File: config.mk
export PLATFORM = sky130hd
export DESIGN_NAME = hwc_core
export DESIGN_NICKNAME = d
export VERILOG_FILES = /design/src/rtl/hwc_pkg.sv /design/src/rtl/hwc_decode.sv /design/src/rtl/hwc_regfile.sv /design/src/rtl/hwc_alu.sv /design/src/rtl/hwc_core.sv
export SDC_FILE = /design/constraint.sdc
export NUM_CORES = 2
export LEC_CHECK = 0
export ABC_AREA = 0
export BUFFER_PORTS_ARGS = -buffer_cell sky130_fd_sc_hd__buf_4
export CORE_ASPECT_RATIO = 2
export CORE_MARGIN = 3
export CORE_UTILIZATION = 55
export CTS_CLUSTER_SIZE = 40
export DETAILED_ROUTE_END_ITERATION = 10
export GPL_TIMING_DRIVEN = 0
export PLACE_DENSITY = 0.85
export SYNTH_ARGS = -nofsm -noshare
export SYNTH_HDL_FRONTEND = slang
export SYNTH_SLANG_ARGS = --single-unit
File: constraint.sdc
create_clock -name clk -period 6.2 [get_ports clk]
set_clock_uncertainty 0.2 [all_clocks]
set_input_delay 0 -clock clk [delete_from_list [all_inputs] [get_ports clk]]
set_output_delay 0 -clock clk [all_outputs]
set_load 0.005 [all_outputs]
File: src/rtl/hwc_pkg.sv
package hwc_pkg;
  localparam int XLEN     = 32;
  localparam int NREG     = 32;
  localparam int RIDX     = $clog2(NREG);
  localparam int OPW      = 6;
  localparam int FNW      = 6;
  localparam int IMM_S    = 16;
  localparam int IMM_L    = 26;
  localparam int LINK_REG = NREG - 1;
  localparam int PC_STEP  = 4;

  typedef enum logic [3:0] {
    ALU_ADD, ALU_SUB, ALU_AND, ALU_OR, ALU_XOR, ALU_SLL, ALU_SRL, ALU_SLT, ALU_PASSB
  } alu_op_e;
  typedef enum logic [1:0] {EXT_S16, EXT_Z16, EXT_S26, EXT_HI16} ext_e;
  typedef enum logic [1:0] {WB_ALU, WB_MEM, WB_LINK} wb_e;
  typedef enum logic [1:0] {DST_RF2, DST_RF3, DST_LINK} dst_e;
  typedef enum logic [1:0] {PCS_SEQ, PCS_BRZ, PCS_REL, PCS_IND} pcs_e;

  typedef struct packed {
    logic    b_imm;
    ext_e    ext;
    alu_op_e alu;
    wb_e     wb;
    dst_e    dst;
    logic    reg_we;
    logic    mem_we;
    pcs_e    pcs;
  } ctrl_t;

  localparam logic [OPW-1:0] OP_REG  = 6'h00, OP_J    = 6'h02, OP_JAL  = 6'h03,
                             OP_BEQZ = 6'h04, OP_ADDI = 6'h08, OP_ADDU = 6'h09,
                             OP_SLTI = 6'h0A, OP_ANDI = 6'h0C, OP_ORI  = 6'h0D,
                             OP_XORI = 6'h0E, OP_HI   = 6'h0F, OP_JR   = 6'h12,
                             OP_JALR = 6'h13, OP_LW   = 6'h23, OP_SW   = 6'h2B;
  localparam logic [FNW-1:0] FN_SLL = 6'h04, FN_SRL = 6'h06, FN_ADD = 6'h20, FN_SUB = 6'h22,
                             FN_AND = 6'h24, FN_OR  = 6'h25, FN_XOR = 6'h26, FN_SLT = 6'h2A;

  function automatic logic [XLEN-1:0] ext_imm(input logic [IMM_L-1:0] f, input ext_e m);
    case (m)
      EXT_S16:  return {{(XLEN-IMM_S){f[IMM_S-1]}}, f[IMM_S-1:0]};
      EXT_Z16:  return {{(XLEN-IMM_S){1'b0}}, f[IMM_S-1:0]};
      EXT_S26:  return {{(XLEN-IMM_L){f[IMM_L-1]}}, f};
      default:  return {f[IMM_S-1:0], {(XLEN-IMM_S){1'b0}}};
    endcase
  endfunction

  function automatic logic [XLEN-1:0] alu_eval(input alu_op_e op, input logic [XLEN-1:0] a,
                                               input logic [XLEN-1:0] b);
    case (op)
      ALU_ADD: return a + b;
      ALU_SUB: return a - b;
      ALU_AND: return a & b;
      ALU_OR:  return a | b;
      ALU_XOR: return a ^ b;
      ALU_SLL: return a << b[RIDX-1:0];
      ALU_SRL: return a >> b[RIDX-1:0];
      ALU_SLT: return {{(XLEN-1){1'b0}}, $signed(a) < $signed(b)};
      default: return b;
    endcase
  endfunction
endpackage

File: src/rtl/hwc_decode.sv
module hwc_decode
  import hwc_pkg::*;
(
  input  logic [OPW-1:0] opcode,
  input  logic [FNW-1:0] func,
  output ctrl_t          ctrl,
  output logic           known
);
  always_comb begin
    ctrl  = '{b_imm: 1'b1, ext: EXT_S16, alu: ALU_ADD, wb: WB_ALU, dst: DST_RF2,
              reg_we: 1'b0, mem_we: 1'b0, pcs: PCS_SEQ};
    known = 1'b1;
    case (opcode)
      OP_REG: begin
        ctrl.b_imm  = 1'b0;
        ctrl.dst    = DST_RF3;
        ctrl.reg_we = 1'b1;
        case (func)
          FN_ADD:  ctrl.alu = ALU_ADD;
          FN_SUB:  ctrl.alu = ALU_SUB;
          FN_AND:  ctrl.alu = ALU_AND;
          FN_OR:   ctrl.alu = ALU_OR;
          FN_XOR:  ctrl.alu = ALU_XOR;
          FN_SLL:  ctrl.alu = ALU_SLL;
          FN_SRL:  ctrl.alu = ALU_SRL;
          FN_SLT:  ctrl.alu = ALU_SLT;
          default: ctrl.reg_we = 1'b0;
        endcase
      end
      OP_ADDI: ctrl.reg_we = 1'b1;
      OP_SLTI: begin ctrl.reg_we = 1'b1; ctrl.alu = ALU_SLT; end
      OP_ADDU: begin ctrl.reg_we = 1'b1; ctrl.ext = EXT_Z16; end
      OP_ANDI: begin ctrl.reg_we = 1'b1; ctrl.ext = EXT_Z16; ctrl.alu = ALU_AND; end
      OP_ORI:  begin ctrl.reg_we = 1'b1; ctrl.ext = EXT_Z16; ctrl.alu = ALU_OR;  end
      OP_XORI: begin ctrl.reg_we = 1'b1; ctrl.ext = EXT_Z16; ctrl.alu = ALU_XOR; end
      OP_HI:   begin ctrl.reg_we = 1'b1; ctrl.ext = EXT_HI16; ctrl.alu = ALU_PASSB; end
      OP_LW:   begin ctrl.reg_we = 1'b1; ctrl.wb = WB_MEM; end
      OP_SW:   ctrl.mem_we = 1'b1;
      OP_BEQZ: ctrl.pcs = PCS_BRZ;
      OP_J:    begin ctrl.ext = EXT_S26; ctrl.pcs = PCS_REL; end
      OP_JAL:  begin
        ctrl.ext = EXT_S26; ctrl.pcs = PCS_REL;
        ctrl.reg_we = 1'b1; ctrl.wb = WB_LINK; ctrl.dst = DST_LINK;
      end
      OP_JR:   ctrl.pcs = PCS_IND;
      OP_JALR: begin
        ctrl.pcs = PCS_IND; ctrl.reg_we = 1'b1; ctrl.wb = WB_LINK; ctrl.dst = DST_LINK;
      end
      default: known = 1'b0;
    endcase
  end
endmodule

File: src/rtl/hwc_regfile.sv
module hwc_regfile
  import hwc_pkg::*;
(
  input  logic            clk,
  input  logic [RIDX-1:0] ra_a,
  input  logic [RIDX-1:0] ra_b,
  output logic [XLEN-1:0] rd_a,
  output logic [XLEN-1:0] rd_b,
  input  logic            we,
  input  logic [RIDX-1:0] wa,
  input  logic [XLEN-1:0] wd
);
  logic [XLEN-1:0] mem [NREG];

  always_ff @(posedge clk) begin
    if (we && (wa != '0)) mem[wa] <= wd;
  end

  assign rd_a = (ra_a == '0) ? '0 : mem[ra_a];
  assign rd_b = (ra_b == '0) ? '0 : mem[ra_b];
endmodule

File: src/rtl/hwc_alu.sv
module hwc_alu
  import hwc_pkg::*;
(
  input  alu_op_e         op,
  input  logic [XLEN-1:0] a,
  input  logic [XLEN-1:0] b,
  output logic [XLEN-1:0] y
);
  assign y = alu_eval(op, a, b);
endmodule

File: src/rtl/hwc_core.sv
module hwc_core
  import hwc_pkg::*;
(
  input  logic            clk,
  input  logic            rst,
  output logic [XLEN-1:0] imem_addr,
  input  logic [XLEN-1:0] imem_data,
  output logic [XLEN-1:0] dmem_addr,
  output logic [XLEN-1:0] dmem_wdata,
  output logic            dmem_we,
  input  logic [XLEN-1:0] dmem_rdata
);
  logic [XLEN-1:0] pc_q, pc_plus4, pc_next, imm_val, b_opnd, alu_y, rf_a, rf_b, wb_data;
  logic [RIDX-1:0] rs1, rs2, rs3, wb_addr;
  ctrl_t           ctrl;
  logic            op_known, rf_we, br_taken;

  assign rs1 = imem_data[25:21];
  assign rs2 = imem_data[20:16];
  assign rs3 = imem_data[15:11];

  hwc_decode u_dec (.opcode(imem_data[31:26]), .func(imem_data[5:0]), .ctrl(ctrl), .known(op_known));

  hwc_regfile u_rf (
    .clk(clk), .ra_a(rs1), .ra_b(rs2), .rd_a(rf_a), .rd_b(rf_b),
    .we(rf_we), .wa(wb_addr), .wd(wb_data)
  );

  assign imm_val = ext_imm(imem_data[IMM_L-1:0], ctrl.ext);
  assign b_opnd  = ctrl.b_imm ? imm_val : rf_b;

  hwc_alu u_alu (.op(ctrl.alu), .a(rf_a), .b(b_opnd), .y(alu_y));

  assign pc_plus4 = pc_q + XLEN'(PC_STEP);

  always_comb begin
    case (ctrl.wb)
      WB_MEM:  wb_data = dmem_rdata;
      WB_LINK: wb_data = pc_plus4;
      default: wb_data = alu_y;
    endcase
    case (ctrl.dst)
      DST_RF3:  wb_addr = rs3;
      DST_LINK: wb_addr = RIDX'(LINK_REG);
      default:  wb_addr = rs2;
    endcase
  end

  assign rf_we    = ctrl.reg_we & ~rst;
  assign br_taken = (ctrl.pcs == PCS_BRZ) && (rf_a == '0);

  always_comb begin
    case (ctrl.pcs)
      PCS_BRZ: pc_next = br_taken ? pc_plus4 + imm_val : pc_plus4;
      PCS_REL: pc_next = pc_plus4 + imm_val;
      PCS_IND: pc_next = rf_a;
      default: pc_next = pc_plus4;
    endcase
  end

  always_ff @(posedge clk) begin
    if (rst) pc_q <= '0;
    else     pc_q <= pc_next;
  end

  assign imem_addr  = pc_q;
  assign dmem_addr  = alu_y;
  assign dmem_wdata = rf_b;
  assign dmem_we    = ctrl.mem_we & ~rst;

  // no store strobe while reset is applied
  a_r1_no_store_in_reset: assert property (@(posedge clk) rst |-> !dmem_we);
  // the first cycle out of reset fetches from address 0
  a_r1_pc_cleared: assert property (@(posedge clk) disable iff (rst) $past(rst) |-> pc_q == '0);
  // a sequential step lands on the old PC plus 4
  a_r11_pc_step: assert property (@(posedge clk) disable iff (rst)
    (!$past(rst) && $past(ctrl.pcs == PCS_SEQ)) |-> pc_q == $past(pc_q) + XLEN'(PC_STEP));
  // a taken branch lands on PC+4 plus the offset
  a_r6_branch_target: assert property (@(posedge clk) disable iff (rst)
    (!$past(rst) && $past(br_taken)) |-> pc_q == $past(pc_q) + XLEN'(PC_STEP) + $past(imm_val));
  // a link write goes to R31 and carries the next sequential address
  a_r7_link_value: assert property (@(posedge clk) disable iff (rst)
    (rf_we && ctrl.wb == WB_LINK) |-> (wb_addr == RIDX'(LINK_REG) && wb_data == imem_addr + XLEN'(PC_STEP)));
  // an unknown opcode leaves registers and memory alone
  a_r10_unknown_quiet: assert property (@(posedge clk) disable iff (rst)
    !op_known |-> (!rf_we && !dmem_we && ctrl.pcs == PCS_SEQ));
endmodule

==> run_results.csv, run 1 <==
group,metric,value,unit
status,outcome,"aborted with a tool error",
floorplanning,rows,174,
synthesis,synth_seq_cells,1056,
synthesis,synth_enable_flop_cells,1024,
clock_tree,cts_buffer_count,82,
synthesis,synth_async_reset_ratio,0,%
floorplanning,io_pins,163,
synthesis,ys_dominant_reg_cell,"sky130_fd_sc_hd__edfxtp_1",
placed_design,sum_of_net_half_perimeters_after_detailed_placement,277,mm
placed_design,place_congestion,1.24,
global_route,grt-ovfl-total,2469,
synthesis,synthesis.area,0.0626,mm2
global_route,maximum_number_of_pins_on_one_net_before_global_route_repair,33,
synthesis,syn_area_per_cell,13.4,um2
synthesis,synth_area_leaders,"sky130_fd_sc_hd__edfxtp_1 (49%), sky130_fd_sc_hd__mux4_2 (14%), sky130_fd_sc_hd__mux2i_1 (5.6%), sky130_fd_sc_hd__ha_1 (2.8%), sky130_fd_sc_hd__nor2_1 (1.7%)",
floorplanning,die_h,483,um
clock_tree,clockBufferDepth,3,
status,stop_stage,"global routing",
clock_tree,cts_num_sinks,1056,
synthesis,yosysWarningCount,0,
clock_tree,clock_h_tree_levels,3,
placed_design,numPortBuffers,150,
global_route,track_usage,80.1,%
synthesis,synth_sequential_area_ratio,50.1,%
floorplanning,fp.dieW,245,um
status,error,"[ERROR GRT-0116] Global routing finished with congestion. Check the congestion regions in the DRC Viewer.",
floorplanning,start_util,55.5,%
synthesis,yosysMostFrequentCell,"sky130_fd_sc_hd__edfxtp_1",
global_route,wire_length_of_the_first_global_routing_pass,686,mm
synthesis,synth_top_area_share,49.1,%
global_route,grt_pass1_vias,71568,
synthesis,post_synth_most_frequent_cells,"sky130_fd_sc_hd__edfxtp_1 (1024), sky130_fd_sc_hd__mux4_2 (385), sky130_fd_sc_hd__mux2i_1 (353)",
synthesis,syn-instance-count,4689,
clock_tree,clk_root_buffer_cell,"sky130_fd_sc_hd__clkbuf_16",
synthesis,yosys.area.top_type,"sky130_fd_sc_hd__edfxtp_1",
synthesis,synth.lib_cells_used.distinct,116,
kinds of logic after synthesis:
| logic type | after synthesis | synth area share, % |
|---|---|---|
| adder cells (fa/ha/maj) | 141 | 2.85 |
| AO/OA/AOI/OAI | 1085 | 12.3 |
| multiplexers | 838 | 21.5 |
| AND/OR/NAND/NOR | 1009 | 8.11 |
| buffers and inverters | 484 | 4.08 |
| flip-flops | 1056 | 50.1 |
| XOR/XNOR | 75 | 1.05 |
| other | 1 | 0.00599 |
stage by stage:
| step | hold WS [ns] | setup slack, ns | std cells | utilization, % | instance area [um2] |
|---|---|---|---|---|---|
| CTS | 0.0159 | -0.0767 | 6714 | 66.0 | 74500 |
| detailed placement | 0.242 | -6.56 | 6448 | 60.1 | 67800 |
| global placement | 0.239 | -6.79 | 6366 | 58.3 | 65800 |
| floorplan | -0.0265 | -0.0199 | 4720 | - | 62800 |
layer usage:
metal / GRT usage [%] / overflow
met2: 97.4 / 1503
met3: 64.4 / 54
met5: 32.4 / 9
met1: 77.3 / 25
met4: 84.1 / 878
timing repair:
| item | 4_1_cts |
|---|---|
| cloned | 3 |
| gates resized for setup | 672 |
| hold buffers | 25 |
| endpoints found under the hold margin | 331 |
| endpoints found under the setup margin | 1078 |
| buffers inserted | 103 |
| pin swaps | 75 |
==> inputs of run 2 (changes only) <==
Settings changed: CORE_ASPECT_RATIO 2 to default, CORE_UTILIZATION 55 to 40, CTS_CLUSTER_SIZE 40 to default, PLACE_DENSITY 0.85 to default, PLACE_DENSITY_LB_ADDON from default to 0.15.
Clock period 6.2 ns to 8.1 ns, I/O delays scaled along.
==> run 2 against run 1 <==
Against the previous run: the flow now finishes, with violations (capacitance limit, slew limit, setup timing); synthesized cell count unchanged; synthesized area stayed put.
==> run_results.csv, run 2 <==
group,metric,value,unit
status,outcome,"complete, but fails checks",
status,violated_checks,"capacitance limit, slew limit, setup timing",
setup_path,timing.setup.critical_path_class,"input port to output pin",
cells_and_area,largest_reg_flops,1024,
sta,timing_hold_violations_final,0,
cells_and_area,commonest_cells_after_routing_fill_and_taps_aside,"sky130_fd_sc_hd__edfxtp_1 (1024), sky130_fd_sc_hd__mux4_2 (385), sky130_fd_sc_hd__mux2i_1 (351)",
synthesis,ys_dominant_reg_cell,"sky130_fd_sc_hd__edfxtp_1",
cells_and_area,layout.nets,5344,
clock_tree,tritoncts,"yes",
sta,tightestPinTransition,1.65,ns
sta,finalCritPeriodShare,101,%
synthesis,yosys.area.top_type,"sky130_fd_sc_hd__edfxtp_1",
global_route,grt-ovfl-total,0,
sta,final.setup.tns,-0.499,ns
cells_and_area,fill_cells,13701,
synthesis,synth_area_leaders,"sky130_fd_sc_hd__edfxtp_1 (49%), sky130_fd_sc_hd__mux4_2 (14%), sky130_fd_sc_hd__mux2i_1 (5.6%), sky130_fd_sc_hd__ha_1 (2.8%), sky130_fd_sc_hd__nor2_1 (1.7%)",
placed_design,post-place-ws,-3.92,ns
cells_and_area,max_flop_register,"u_rf.mem",
synthesis,syn-instance-count,4689,
setup_path,r2r_slack,-0.02,ns
power_and_ir_drop,power.ir.vdd_worst,0.000212,V
sta,fin_crit,8.18,ns
synthesis,syn_area_per_cell,13.4,um2
route,postRouteAntennaNets,0,
synthesis,synth_sequential_area_ratio,50.1,%
worst_hold_path,timing.hold.worst.start,"dmem_rdata[25]",
clock_tree,cts_num_sinks,1056,
clock_tree,clock_h_tree_levels,3,
setup_path,worstReg2RegEnd,"u_rf.mem[7][0]",
route,route.detailed.vias_per_inst,7.29,
floorplanning,start_util,40.5,%
sta,setup_slack,-0.0795,ns
synthesis,post_synth_most_frequent_cells,"sky130_fd_sc_hd__edfxtp_1 (1024), sky130_fd_sc_hd__mux4_2 (385), sky130_fd_sc_hd__mux2i_1 (353)",
floorplanning,io_pins,163,
floorplanning,rows,144,
clock_tree,worstSkewPairLatency,0.78,ns
synthesis,synth_async_reset_ratio,0,%
synthesis,synthesis.area,0.0626,mm2
cells_and_area,area_delta_synth_final,17.8,%
clock_tree,clk_root_buffer_cell,"sky130_fd_sc_hd__clkbuf_16",
worst_hold_path,min_delay_worst_endpoint,"u_rf.mem[4][25]",
route,drt-total-wl,350,mm
route,dr.pass1.iters,6,
synthesis,synth.lib_cells_used.distinct,116,
sta,max_slew_margin,-10.5,%
cells_and_area,finalCoreUtilization,47.7,%
route,drt-initial-drc-count,9283,
synthesis,yosysMostFrequentCell,"sky130_fd_sc_hd__edfxtp_1",
floorplanning,die_area,0.161,mm2
synthesis,synth_seq_cells,1056,
floorplanning,fp.dieW,402,um
global_route,wire_length_of_the_first_global_routing_pass,458,mm
sta,unrepaired_setup_endpoints_after_global_routing,"false",
run,cap_violations,14,
global_route,grt_pass1_vias,50190,
floorplanning,die_h,402,um
floorplanning,floorplan.core_area,0.155,mm2
synthesis,yosysWarningCount,0,
route,wl_per_cell,48.1,um
sta,timing.fmax,122,MHz
worst_hold_path,hold_path.class,"input port to register",
setup_path,worst_r2r_path_depth,21,
setup_path,critPathMaxFanout,10,
placed_design,numPortBuffers,150,
worst_hold_path,hold-path-cell-count,3,
global_route,grt_antenna_before_repair,21,
route,route.detailed.drc,0,
global_route,track_usage,42.3,%
sta,timing.final.max_slew_violations,122,
cells_and_area,fin_area,0.0738,mm2
clock_tree,clockBufferDepth,3,
clock_tree,clk_pin_slew,0.06,ns
clock_tree,cts_buffer_count,114,
sta,timing.final.setup_violations,32,
cells_and_area,final_layout_size_suffix_gt1_share,25.4,%
setup_path,worst-endpoint-required,7.90,ns
route,routed-via-count,53067,
setup_path,critical_path.reg2reg.startpoint,"u_rf.mem[31][2]",
placed_design,place_area,0.0690,mm2
setup_path,timing.critical_path.from_type,"input port",
power_and_ir_drop,pwr_density_cell,223,mW/mm2
placed_design,sum_of_net_half_perimeters_after_detailed_placement,257,mm
synthesis,synth_top_area_share,49.1,%
placed_design,place_congestion,1.04,
cells_and_area,leading_cell_type_in_the_layout_fill_and_taps_excluded,"sky130_fd_sc_hd__edfxtp_1",
global_route,maximum_number_of_pins_on_one_net_before_global_route_repair,33,
setup_path,end_kind,"output pin",
setup_path,worstPathArrival,7.98,ns
synthesis,synth_enable_flop_cells,1024,
power_and_ir_drop,total_leakage_power,0.0257,uW
## run 2: power breakdown
| group | total, uW | internal [uW] | switching [uW] | leakage (uW) |
|---|---|---|---|---|
| sequential | 6690 | 6660 | 33.9 | 0.00951 |
| clock | 5290 | 2980 | 2310 | 0.00181 |
| combinational | 4450 | 1290 | 3160 | 0.0144 |
## run 2: worst max-delay path: stages
cell and delay, ns:
sky130_fd_sc_hd__buf_4 0.08, sky130_fd_sc_hd__buf_2 0.30, sky130_fd_sc_hd__or3_1 0.16, sky130_fd_sc_hd__buf_2 0.39
sky130_fd_sc_hd__buf_1 1.17, sky130_fd_sc_hd__buf_2 0.78, sky130_fd_sc_hd__o221ai_1 0.20, sky130_fd_sc_hd__o21ai_1 1.01
sky130_fd_sc_hd__nand2_1 0.10, sky130_fd_sc_hd__o21ai_0 0.59, sky130_fd_sc_hd__ha_1 0.48, sky130_fd_sc_hd__inv_1 0.24
sky130_fd_sc_hd__o21ai_0 0.41, sky130_fd_sc_hd__a21oi_1 0.15, sky130_fd_sc_hd__o21a_1 0.24, sky130_fd_sc_hd__mux2i_1 0.17
sky130_fd_sc_hd__a22o_1 0.24, sky130_fd_sc_hd__a2111oi_2 0.25, sky130_fd_sc_hd__o211ai_1 0.16, sky130_fd_sc_hd__a21oi_2 0.42
sky130_fd_sc_hd__a21oi_2 0.15, sky130_fd_sc_hd__buf_4 0.23
## run 2: kinds of logic after synthesis
family / count (synthesis) / synth area share, %
simple gates: 1009 / 8.11
buf+inv: 484 / 4.08
compound gates: 1085 / 12.3
xor+xnor: 75 / 1.05
fa+ha+maj: 141 / 2.85
flops: 1056 / 50.1
mux: 838 / 21.5
other cells: 1 / 0.00599
## run 2: what timing repair did
| action | 4_1_cts | 5_1_grt |
|---|---|---|
| setup endpoints to repair | 892 | 427 |
| endpoints found under the hold margin | 192 | 0 |
| pin swaps | 4 | 3 |
| gates resized for setup | 98 | 39 |
| hold buffers | 30 | 0 |
| cloned | 1 | 0 |
| buffers inserted | 11 | 3 |
## run 2: worst max path at each step
stage | from | end | slack, ns | cells past startpoint
2_1_floorplan | imem_data[16] | u_rf.mem[0][29] | 1.21 | 27
3_3_place_gp | imem_data[18] | u_rf.mem[20][29] | -6.02 | 23
3_5_place_dp | imem_data[17] | u_rf.mem[9][0] | -3.92 | 23
4_1_cts | imem_data[17] | dmem_addr[29] | 0.00006 | 22
5_1_grt | u_rf.mem[31][2] | u_rf.mem[16][20] | 0.003 | 21
6_report | imem_data[18] | dmem_addr[31] | -0.08 | 22
## run 2: area by class of cell
cell class / count / area [um2] / share of cell area (%)
Antenna cell: 11 / 27.5 / 0.0373
Multi-Input combinational cell: 3181 / 29700 / 40.2
Clock buffer: 141 / 3030 / 4.11
Timing Repair Buffer: 300 / 3650 / 4.95
Tap cell: 2044 / 2560 / 3.47
Inverter: 126 / 473 / 0.641
Clock inverter: 67 / 719 / 0.975
Buffer: 358 / 2250 / 3.05
Sequential cell: 1056 / 31400 / 42.6
## run 2: per-layer routing
layer  GRT usage, %  wire length (um)
met4           33.5             35000
met1           51.7            121000
met3           12.6             44900
met2           62.5            149000
met5              0                94
## run 2: metrics by stage
stage               power (uW)  hold WS, ns  std cells
global route             16700       0.0981       7275
global placement         10700        0.221       6914
finish                   16400       0.0963       7284
CTS                      16200       0.0176       7269
detailed placement       10900        0.222       7019
floorplan                 8790      -0.0265       4720
(Power assumes the default switching activity.)
